<file path="config.mk">
export PLATFORM = sky130hd
export DESIGN_NAME = lnk_tracker
export DESIGN_NICKNAME = d
export VERILOG_FILES = /design/src/rtl/lnk_pkg.sv /design/src/rtl/lnk_reg.sv /design/src/rtl/lnk_next.sv /design/src/rtl/lnk_decode.sv /design/src/rtl/lnk_tracker.sv
export SDC_FILE = /design/constraint.sdc
export NUM_CORES = 1
export LEC_CHECK = 0
export BUFFER_PORTS_ARGS = -buffer_cell sky130_fd_sc_hd__clkbuf_2
export CAP_MARGIN = 10
export CORE_AREA = 2 2 39 41
export CTS_BUF_LIST = sky130_fd_sc_hd__clkbuf_8
export DETAILED_ROUTE_END_ITERATION = 6
export DIE_AREA = 0 0 41 43
export GPL_ROUTABILITY_DRIVEN = 1
export PLACE_DENSITY = 0.59
export SLEW_MARGIN = 20
export SYNTH_ARGS = -nofsm -noshare
export SYNTH_HDL_FRONTEND = slang
export SYNTH_HIERARCHICAL = 1
export SYNTH_SLANG_ARGS = --single-unit
export TNS_END_PERCENT = 20
</file>
<file path="constraint.sdc">
create_clock -name clk -period 1.8 [get_ports clk]
set_input_delay 0.36 -clock clk [delete_from_list [all_inputs] [get_ports clk]]
set_output_delay 0.36 -clock clk [all_outputs]
set_load 0.005 [all_outputs]
</file>
<file path="src/rtl/lnk_pkg.sv">
package lnk_pkg;

  localparam int ST_W   = 3;
  localparam int FLAG_W = 4;

  typedef enum logic [ST_W-1:0] {
    ST_OFF       = 3'd0,
    ST_PWR       = 3'd1,
    ST_PWR_SLP   = 3'd2,
    ST_WAKE      = 3'd3,
    ST_RUN_NOSOF = 3'd4,
    ST_RUN       = 3'd5,
    ST_SLP       = 3'd6
  } lnk_st_e;

  // field order fixes the packed layout used by the flag register
  typedef struct packed {
    logic off;
    logic slp;
    logic run;
    logic pwr;
  } lnk_flags_t;

  localparam lnk_flags_t FLAGS_RST = '{off: 1'b1, slp: 1'b0, run: 1'b0, pwr: 1'b0};

endpackage

</file>
<file path="src/rtl/lnk_reg.sv">
module lnk_reg #(
  parameter int          W       = 1,
  parameter logic [W-1:0] RST_VAL = '0
) (
  input  logic         clk,
  input  logic         rst,
  input  logic [W-1:0] d,
  output logic [W-1:0] q
);

  always_ff @(posedge clk) begin
    if (rst) q <= RST_VAL;
    else     q <= d;
  end

endmodule

</file>
<file path="src/rtl/lnk_next.sv">
module lnk_next
  import lnk_pkg::*;
(
  input  lnk_st_e cur,
  input  logic    pwr_sense,
  input  logic    pullup_en,
  input  logic    ev_reset,
  input  logic    ev_idle,
  input  logic    ev_busy,
  input  logic    ev_sof,
  input  logic    ev_j,
  input  logic    ev_resume,
  output lnk_st_e nxt
);

  logic attached;
  assign attached = pwr_sense & pullup_en;

  always_comb begin
    nxt = cur;
    if (!attached) begin
      nxt = ST_OFF;
    end else begin
      case (cur)
        ST_OFF:       nxt = ST_PWR;
        ST_PWR: begin
          if      (ev_reset)  nxt = ST_RUN_NOSOF;
          else if (ev_resume) nxt = ST_WAKE;
          else if (ev_idle)   nxt = ST_PWR_SLP;
        end
        ST_PWR_SLP: begin
          if      (ev_reset)  nxt = ST_RUN_NOSOF;
          else if (ev_busy)   nxt = ST_PWR;
        end
        ST_WAKE: begin
          if (ev_j || ev_reset) nxt = ST_RUN_NOSOF;
        end
        ST_RUN_NOSOF: begin
          if      (ev_idle)   nxt = ST_SLP;
          else if (ev_sof)    nxt = ST_RUN;
        end
        ST_RUN: begin
          if      (ev_idle)   nxt = ST_SLP;
          else if (ev_reset)  nxt = ST_RUN_NOSOF;
        end
        ST_SLP: begin
          if      (ev_reset)  nxt = ST_RUN_NOSOF;
          else if (ev_busy)   nxt = ST_WAKE;
        end
        default:              nxt = ST_OFF;
      endcase
    end
  end

endmodule

</file>
<file path="src/rtl/lnk_decode.sv">
module lnk_decode
  import lnk_pkg::*;
(
  input  lnk_st_e    st,
  input  logic       pwr_sense,
  output lnk_flags_t fl
);

  logic running;
  assign running = (st == ST_RUN) || (st == ST_RUN_NOSOF);

  always_comb begin
    fl.off = (st == ST_OFF);
    fl.slp = (st == ST_SLP) || (st == ST_PWR_SLP);
    fl.run = running;
    fl.pwr = pwr_sense && ((st == ST_PWR) || running);
  end

endmodule

</file>
<file path="src/rtl/lnk_tracker.sv">
module lnk_tracker
  import lnk_pkg::*;
(
  input  logic            clk,
  input  logic            rst,
  input  logic            pwr_sense_i,
  input  logic            pullup_en_i,
  input  logic            bus_reset_i,
  input  logic            bus_idle_i,
  input  logic            bus_busy_i,
  input  logic            sof_seen_i,
  input  logic            j_seen_i,
  input  logic            resume_req_i,
  output logic [ST_W-1:0] link_state_o,
  output logic            disconnected_o,
  output logic            suspended_o,
  output logic            link_active_o,
  output logic            powered_o
);

  logic [ST_W-1:0]   st_q;
  lnk_st_e           st_cur;
  lnk_st_e           st_nxt;
  lnk_flags_t        fl_nxt;
  logic [FLAG_W-1:0] fl_q;
  lnk_flags_t        fl_cur;

  assign st_cur = lnk_st_e'(st_q);

  lnk_next u_next (
    .cur       (st_cur),
    .pwr_sense (pwr_sense_i),
    .pullup_en (pullup_en_i),
    .ev_reset  (bus_reset_i),
    .ev_idle   (bus_idle_i),
    .ev_busy   (bus_busy_i),
    .ev_sof    (sof_seen_i),
    .ev_j      (j_seen_i),
    .ev_resume (resume_req_i),
    .nxt       (st_nxt)
  );

  // flags come from the state being entered, so they land with it
  lnk_decode u_decode (
    .st        (st_nxt),
    .pwr_sense (pwr_sense_i),
    .fl        (fl_nxt)
  );

  lnk_reg #(.W(ST_W), .RST_VAL(ST_OFF)) u_st_reg (
    .clk (clk),
    .rst (rst),
    .d   (st_nxt),
    .q   (st_q)
  );

  lnk_reg #(.W(FLAG_W), .RST_VAL(FLAGS_RST)) u_fl_reg (
    .clk (clk),
    .rst (rst),
    .d   (fl_nxt),
    .q   (fl_q)
  );

  assign fl_cur         = lnk_flags_t'(fl_q);
  assign link_state_o   = st_q;
  assign disconnected_o = fl_cur.off;
  assign suspended_o    = fl_cur.slp;
  assign link_active_o  = fl_cur.run;
  assign powered_o      = fl_cur.pwr;

endmodule

</file>
==> results.tsv, run 1 <==
stage	metric	value	unit
clock_network	clk_path_buf_depth	2	
route	via_count	423	
timing	worst_hold_slack	368.9	ps
clock_network	cts_tree	built	
cells_and_area	layout-area-overhead-vs-synth	32.38	%
synthesis	synth_area_leader_cell	sky130_fd_sc_hd__dfxtp_1	
synthesis	syn_avg_cell_area	8.086	sq um
placed_design	dp.cells	86	
setup_path	criticalPathCategory	register to register	
synthesis	netlist.area_leader.share	32.09	%
synthesis	syn-num-nets	64	
timing	unrepaired_setup_endpoints_after_global_routing	no	
placed_design	hpwl_detailed	688.6	um
route	routed_wl	849	um
floorplanning	die_area	1763	sq um
global_route	grt_overflow_total	0	
timing	setup_tns	0	ps
timing	timing.final.crit_share	90.48	%
cells_and_area	finish.net_count	85	
global_route	grt_first_pass_wirelength	1518	um
power_and_ir_drop	power.density_cell_area	736.3	nW/um^2
floorplanning	initial_utilization	31.56	%
floorplanning	core-area	1384	sq um
timing	clock_skew	4.474	ps
route	router_iterations_before_antenna_repair	4	
timing	fmaxAchievable	0.6140	GHz
clock_network	cts.reportedPaths.clkPinSlew	40	ps
global_route	grt_start_max_net_pins	11	
timing	worst_margin_pin_slew	317.9	ps
timing	worst_slew_margin_rel	78.78	%
clock_network	cts_sinks	7	
synthesis	postSynthCellCount	54	
cells_and_area	stdcell_area	578.1	sq um
cells_and_area	fillerInstances	155	
timing	timing.final.ws_setup	171.4	ps
setup_path	worstPathBufferInverterCount	0	
timing	period_minus_slack	1629	ps
power_and_ir_drop	total_leakage_power	0.2734	nW
synthesis	yosysUniqueCellTypes	23	
route	viasPerCell	4.700	
timing	final-hold-violation-count	0	
floorplanning	die_height	43	um
synthesis	synth.area.top_cells	sky130_fd_sc_hd__dfxtp_1 32%, sky130_fd_sc_hd__and2b_2 6.0%, sky130_fd_sc_hd__nor2b_1 5.7%	
route	post-route-drc-count	0	
setup_path	worst_ep_required_time	1920	ps
cells_and_area	final_util	41.77	%
route	routedWlPerCell	9.433	um
placed_design	globalplace.congestion	0.8266	
setup_path	worst_path_largest_cell_delay	450	ps
setup_path	endpoint_kind	register	
floorplanning	std_cell_rows	14	
placed_design	dpl_cell_area	531.8	sq um
synthesis	synth.yosys.warnings	6	
setup_path	cp_data_arrival_time	1740	ps
clock_network	buffer_cell_driving_the_clock_tree_root	sky130_fd_sc_hd__clkbuf_8	
timing	finalSetupViolCount	0	
clock_network	cts_inserted_buffers	3	
global_route	grt_usage	12.35	%
timing	slew_viol_final	0	
worst_hold_path	hold_class	primary input to register	
clock_network	post_cts_buffers	0	
placed_design	placement.io_buffers	16	
global_route	via_count_of_the_first_global_routing_pass	367	
route	detail-route-antenna-nets	0	
synthesis	area_of_the_mapped_netlist	436.7	sq um
placed_design	detailedPlace.worstSlack	100.0	ps
setup_path	timing.critical_path.slowest_stage_cell	sky130_fd_sc_hd__dfxtp_1	
clock_network	h_tree_depth	1	
setup_path	timing.critical_path.cells	nand2b_4 -> nor3_1 -> o21ai_0 -> a31oi_1 -> and2b_1 -> and2b_2	
setup_path	critical_path_peak_fanout	6	
power_and_ir_drop	post-layout-total-power	0.4256	mW
setup_path	path_delay_family	simple AND/OR/NAND/NOR gates	
status	status	finished clean	
floorplanning	design.portCount	17	
cells_and_area	antennaDiodeCount	0	
global_route	grt_antenna_before_repair	0	
run	drv_cap	0	
cells_and_area	fraction_of_final_layout_cells_with_drive_strength_greater_than_1	39.19	%
clock_network	post_cts_hold_buffer_count	0	
clock_network	cts.repair.resized	0	
cells_and_area	seqCellArea	140.1	sq um
power_and_ir_drop	max-vdd-ir-drop	370.1	uV
route	drt_iter0_drc	11	
synthesis	seq_total_area_yosys	32.09	%
clock_network	clock_latency_on_the_worst_skew_pair	230	ps
floorplanning	die_width	41	um
cells_and_area	post_layout_nonfiller_instances	90	
synthesis	ys_seq_elements	7	
cells_and_area	multiInputGateArea	250.2	sq um
setup_path	setup.worst_path.start_class	register	
==> logic make-up (layout without fill, tap and decap cells) <==
| family | Yosys count | count (layout) | synth area share, % |
|---|---|---|---|
| DFF | 7 | 7 | 32.09 |
| muxes | 1 | 1 | 2.292 |
| buffers and inverters | 7 | 27 | 10.60 |
| AOI/OAI and AO/OA | 13 | 13 | 16.91 |
| and+or+nand+nor | 26 | 26 | 38.11 |
==> cells in the final DEF, fill, tap and decap left out, types with 2 or more instances in the layout <==
cell type                  netlist  routed
sky130_fd_sc_hd__clkbuf_8        0       3
sky130_fd_sc_hd__nand2b_1        2       2
sky130_fd_sc_hd__o21ai_0         5       5
sky130_fd_sc_hd__nand2_1         3       3
sky130_fd_sc_hd__a31oi_1         3       3
sky130_fd_sc_hd__and2b_2         3       3
sky130_fd_sc_hd__a21oi_1         3       3
sky130_fd_sc_hd__buf_4           1       4
sky130_fd_sc_hd__nor2_1          4       4
sky130_fd_sc_hd__nor3_1          2       2
sky130_fd_sc_hd__and2b_1         2       2
sky130_fd_sc_hd__nor2b_1         4       4
sky130_fd_sc_hd__nand3_1         2       2
sky130_fd_sc_hd__clkbuf_2        0      16
sky130_fd_sc_hd__inv_1           3       3
sky130_fd_sc_hd__dfxtp_1         7       7
==> metal layers <==
metal	track usage, %	wire, um
met3	3.141	46
met2	17.50	414
met1	16.72	389
met5	0	0
met4	6.000	0
==> layout make-up <==
type	count	share of cell area (%)
Inverter	3	1.948
Clock buffer	3	7.143
Clock inverter	1	0.8658
Sequential cell	7	24.24
Tap cell	16	3.463
Timing Repair Buffer	20	19.05
Multi-Input combinational cell	40	43.29
==> sequential cells by signal (all words and copies together) (netlist names) <==
register and cells:
u_fl_reg/q 4, u_st_reg/q 3
==> power breakdown <==
group | switching, mW | internal (mW) | leakage, nW | total, mW
registers | 0.00291 | 0.159 | 0.0568 | 0.162
clock network | 0.0703 | 0.150 | 0.0255 | 0.220
logic | 0.0198 | 0.0236 | 0.191 | 0.0434
total | 0.0930 | 0.333 | 0.273 | 0.426
==> synthesized netlist by cell type <==
master and instances:
sky130_fd_sc_hd__dfxtp_1 7, sky130_fd_sc_hd__o21ai_0 5, sky130_fd_sc_hd__nor2_1 4, sky130_fd_sc_hd__nor2b_1 4, sky130_fd_sc_hd__a21oi_1 3, sky130_fd_sc_hd__a31oi_1 3
sky130_fd_sc_hd__and2b_2 3, sky130_fd_sc_hd__inv_1 3, sky130_fd_sc_hd__nand2_1 3, sky130_fd_sc_hd__and2b_1 2, sky130_fd_sc_hd__buf_6 2, sky130_fd_sc_hd__nand2b_1 2
sky130_fd_sc_hd__nand3_1 2, sky130_fd_sc_hd__nor3_1 2, sky130_fd_sc_hd__a211oi_1 1, sky130_fd_sc_hd__a21o_1 1, sky130_fd_sc_hd__buf_2 1, sky130_fd_sc_hd__buf_4 1
sky130_fd_sc_hd__mux2i_1 1, sky130_fd_sc_hd__nand2b_4 1, sky130_fd_sc_hd__nor3b_2 1, sky130_fd_sc_hd__nor4b_1 1, sky130_fd_sc_hd__or2_1 1
==> path summary, 6_finish.rpt <==
path	start	end	slack (ps)	depth (start not counted)
worst min register to register	u_st_reg/q[0]	u_st_reg/q[0]	890	5
worst max-delay path	u_st_reg/q[0]	u_fl_reg/q[2]	170	6
worst max register to register	u_st_reg/q[0]	u_fl_reg/q[2]	170	6
worst min-delay path	rst	u_st_reg/q[2]	370	2
Power figures use the tool's default switching activity.
==> run 2: changes to the inputs <==
clock period = 1.7 ns   (was 1.8 ns; I/O delays follow)
==> run 2 against run 1 <==
- maximum frequency is 3.7% higher
- hold slack worse by 12 ps
- critical endpoint unchanged
- clock skew is 3.9 ps lower
- cell area grew 4.1%
- die area unchanged
- via count decreased by 0.95%
- first-iteration DRC count fell by 55%
- global-route usage decreased by 1.4 points
- final cell count unchanged
- clock power is essentially flat
- setup slack lost 42 ps
==> results.tsv, run 2 (synthesized netlist as in run 1, its figures left out) <==
stage	metric	value	unit	change
global_route	grt_overflow_total	0		unchanged
setup_path	path_delay_family	simple AND/OR/NAND/NOR gates		unchanged
route	drt_iter0_drc	5		was 11
timing	fmaxAchievable	0.6366	GHz	was 0.6140 GHz
floorplanning	initial_utilization	31.56	%	unchanged
route	via_count	419		was 423
clock_network	h_tree_depth	1		unchanged
status	status	finished clean		unchanged
global_route	grt_usage	11.00	%	was 12.35%
route	router_iterations_before_antenna_repair	4		unchanged
clock_network	buffer_cell_driving_the_clock_tree_root	sky130_fd_sc_hd__clkbuf_8		unchanged
power_and_ir_drop	switching_share	20.43	%	was 21.86%
timing	worst_margin_pin_slew	288.8	ps	was 317.9 ps
cells_and_area	layout-area-overhead-vs-synth	37.82	%	was 32.38%
timing	worst_slew_margin_rel	80.72	%	was 78.78%
floorplanning	design.portCount	17		unchanged
setup_path	endpoint_kind	register		unchanged
route	routedWlPerCell	9.678	um	was 9.433 um
cells_and_area	most_frequent_standard_cell_in_the_layout_excluding_fill_and_tap_cells	sky130_fd_sc_hd__clkbuf_2		unchanged
global_route	via_count_of_the_first_global_routing_pass	362		was 367
timing	setup_tns	0	ps	unchanged
setup_path	worst_path_largest_cell_delay	340	ps	was 450 ps
placed_design	detailedPlace.worstSlack	14.17	ps	was 100.0 ps
power_and_ir_drop	power.internal	0.3511	mW	was 0.3326 mW
placed_design	globalplace.congestion	0.7671		was 0.8266
setup_path	critical_path_peak_fanout	11		was 6
setup_path	worst_ep_required_time	1810	ps	was 1920 ps
power_and_ir_drop	total_leakage_power	0.2786	nW	was 0.2734 nW
floorplanning	core-area	1384	sq um	unchanged
setup_path	setup.worst_path.start_class	register		unchanged
floorplanning	std_cell_rows	14		unchanged
placed_design	hpwl_detailed	649.1	um	was 688.6 um
timing	final-hold-violation-count	0		unchanged
placed_design	placement.io_buffers	16		unchanged
clock_network	cts_sinks	7		unchanged
clock_network	cts_inserted_buffers	3		unchanged
route	route.met3.wl	39	um	was 46 um
route	route.top_layer_used	met3		unchanged
route	detail-route-antenna-nets	0		unchanged
clock_network	clk_path_buf_depth	2		unchanged
global_route	grt_start_max_net_pins	12		was 11
clock_network	clock_latency_on_the_worst_skew_pair	220	ps	was 230 ps
clock_network	cts.reportedPaths.clkPinSlew	40	ps	about the same
power_and_ir_drop	seq_power_share	38.6	%	was 38.0%
power_and_ir_drop	max-vdd-ir-drop	409.3	uV	was 370.1 uV
floorplanning	die_width	41	um	unchanged
power_and_ir_drop	power.density_cell_area	733.2	nW/um^2	was 736.3 nW/um^2
power_and_ir_drop	power_frac_comb	11.5	%	was 10.2%
setup_path	criticalPathCategory	register to register		unchanged
timing	timing.final.ws_setup	129.2	ps	was 171.4 ps
route	met2_length	424	um	was 414 um
setup_path	timing.critical_path.cells	buf_12 -> nand2b_4 -> nor4b_2 -> a21oi_1 -> a31oi_2 -> and2b_1 -> and2b_2		was nand2b_4 -> nor3_1 -> o21ai_0 -> a31oi_1 -> and2b_1 -> and2b_2
cells_and_area	fraction_of_final_layout_cells_with_drive_strength_greater_than_1	40.54	%	was 39.19%
run	drv_cap	0		unchanged
timing	clock_skew	0.5605	ps	was 4.474 ps
setup_path	worstPathBufferInverterCount	1		was 0
setup_path	cp_data_arrival_time	1680	ps	was 1740 ps
cells_and_area	largest_register_ff_count	4		unchanged
timing	unrepaired_setup_endpoints_after_global_routing	no		unchanged
cells_and_area	commonest_cells_after_routing_fill_and_taps_aside	16 x sky130_fd_sc_hd__clkbuf_2, 7 x sky130_fd_sc_hd__dfxtp_1		was 16 x sky130_fd_sc_hd__clkbuf_2, 7 x sky130_fd_sc_hd__dfxtp_1, 5 x sky130_fd_sc_hd__o21ai_0
power_and_ir_drop	power.share.clock	49.8	%	was 51.8%
cells_and_area	largest_registers	u_fl_reg/q x4, u_st_reg/q x3		unchanged
power_and_ir_drop	power.net_switching	0.09017	mW	was 0.09303 mW
global_route	grt_first_pass_wirelength	1366	um	was 1518 um
timing	slew_viol_final	0		unchanged
cells_and_area	finish.net_count	85		unchanged
route	wl_met1	408	um	was 389 um
timing	period_minus_slack	1571	ps	was 1629 ps
clock_network	cts_tree	built		unchanged
floorplanning	die_area	1763	sq um	unchanged
route	viasPerCell	4.656		was 4.700
worst_hold_path	hold_class	primary input to register		unchanged
cells_and_area	max_flop_register	u_fl_reg/q		unchanged
cells_and_area	antennaDiodeCount	0		unchanged
setup_path	timing.critical_path.slowest_stage_cell	sky130_fd_sc_hd__dfxtp_1		unchanged
timing	timing.final.crit_share	92.40	%	was 90.48%
timing	finalSetupViolCount	0		unchanged
cells_and_area	final_util	43.49	%	was 41.77%
route	routed_wl	871	um	was 849 um
floorplanning	die_height	43	um	unchanged
route	post-route-drc-count	0		unchanged
global_route	grt_antenna_before_repair	0		unchanged
## run 2: cell types whose count changed in the layout (fill, tap and decap cells not counted)
cell	change
sky130_fd_sc_hd__buf_4	-1
sky130_fd_sc_hd__buf_12	+1
sky130_fd_sc_hd__o21ai_1	+1
sky130_fd_sc_hd__nor4b_1	-1
sky130_fd_sc_hd__a31oi_2	+1
sky130_fd_sc_hd__a31oi_1	-1
sky130_fd_sc_hd__o21ai_0	-1
sky130_fd_sc_hd__nor4b_2	+1
sky130_fd_sc_hd__clkinv_2	-1
sky130_fd_sc_hd__inv_1	+1
## run 2: final timing paths
path / startpoint / to / slack (ps) / cells past startpoint
worst max-delay path: u_st_reg/q[0] / u_fl_reg/q[2] / 130 / 7
worst min-delay path: rst / u_st_reg/q[2] / 360 / 2
worst max register to register: u_st_reg/q[0] / u_fl_reg/q[2] / 130 / 7
worst min register to register: u_st_reg/q[1] / u_st_reg/q[2] / 920 / 4
## run 2: per-layer routing
layer,track usage [%],vias to the layer above
met2,15.31,10
li1,-,221
met4,4.000,0
met5,0,-
met1,15.69,188
met3,3.141,0
## run 2: timing repair
action	CTS	global route
buffers inserted	0	0
setup endpoints to repair	0	3
gates resized for setup	0	3
hold buffers	0	0
## run 2: stage by stage
step	cell area, sq um	power [mW]	cells	hold slack [ps]
3_3_place_gp	544.3	0.2219	86	586.7
4_1_cts	589.3	0.4442	90	356.1
3_5_place_dp	544.3	0.2219	86	587.0
6_report	601.8	0.4413	90	357.4
5_1_grt	601.8	0.4595	90	372.4
2_1_floorplan	436.7	0.1986	54	411.6
## run 2: cell type report
class / count / area (sq um)
clock buffers: 3 / 41.29
fillers: 147 / 782.0
flip-flops and latches: 7 / 140.1
well taps: 16 / 20.02
repair buffers: 20 / 122.6
clock inverters: 1 / 3.754
multi-input cells: 40 / 262.8
inverters: 3 / 11.26
## run 2: power by group through the flow
| stage | Clock, mW | Combinational [mW] | Sequential, mW |
|---|---|---|---|
| 4_1_cts | 0.225 | 0.0490 | 0.171 |
| 2_1_floorplan | 0 | 0.0256 | 0.173 |
| 6_report | 0.220 | 0.0509 | 0.171 |
| 3_3_place_gp | 0 | 0.0488 | 0.173 |
| 3_5_place_dp | 0 | 0.0488 | 0.173 |
| 5_1_grt | 0.232 | 0.0572 | 0.171 |
## run 2: worst reg2reg max path: cells and delay by family (launching register included)
family                 cells  cell delay, ps
AND/OR/NAND/NOR            4             670
flip-flops                 1             340
AO/OA/AOI/OAI              2             320
buffers and inverters      1             130
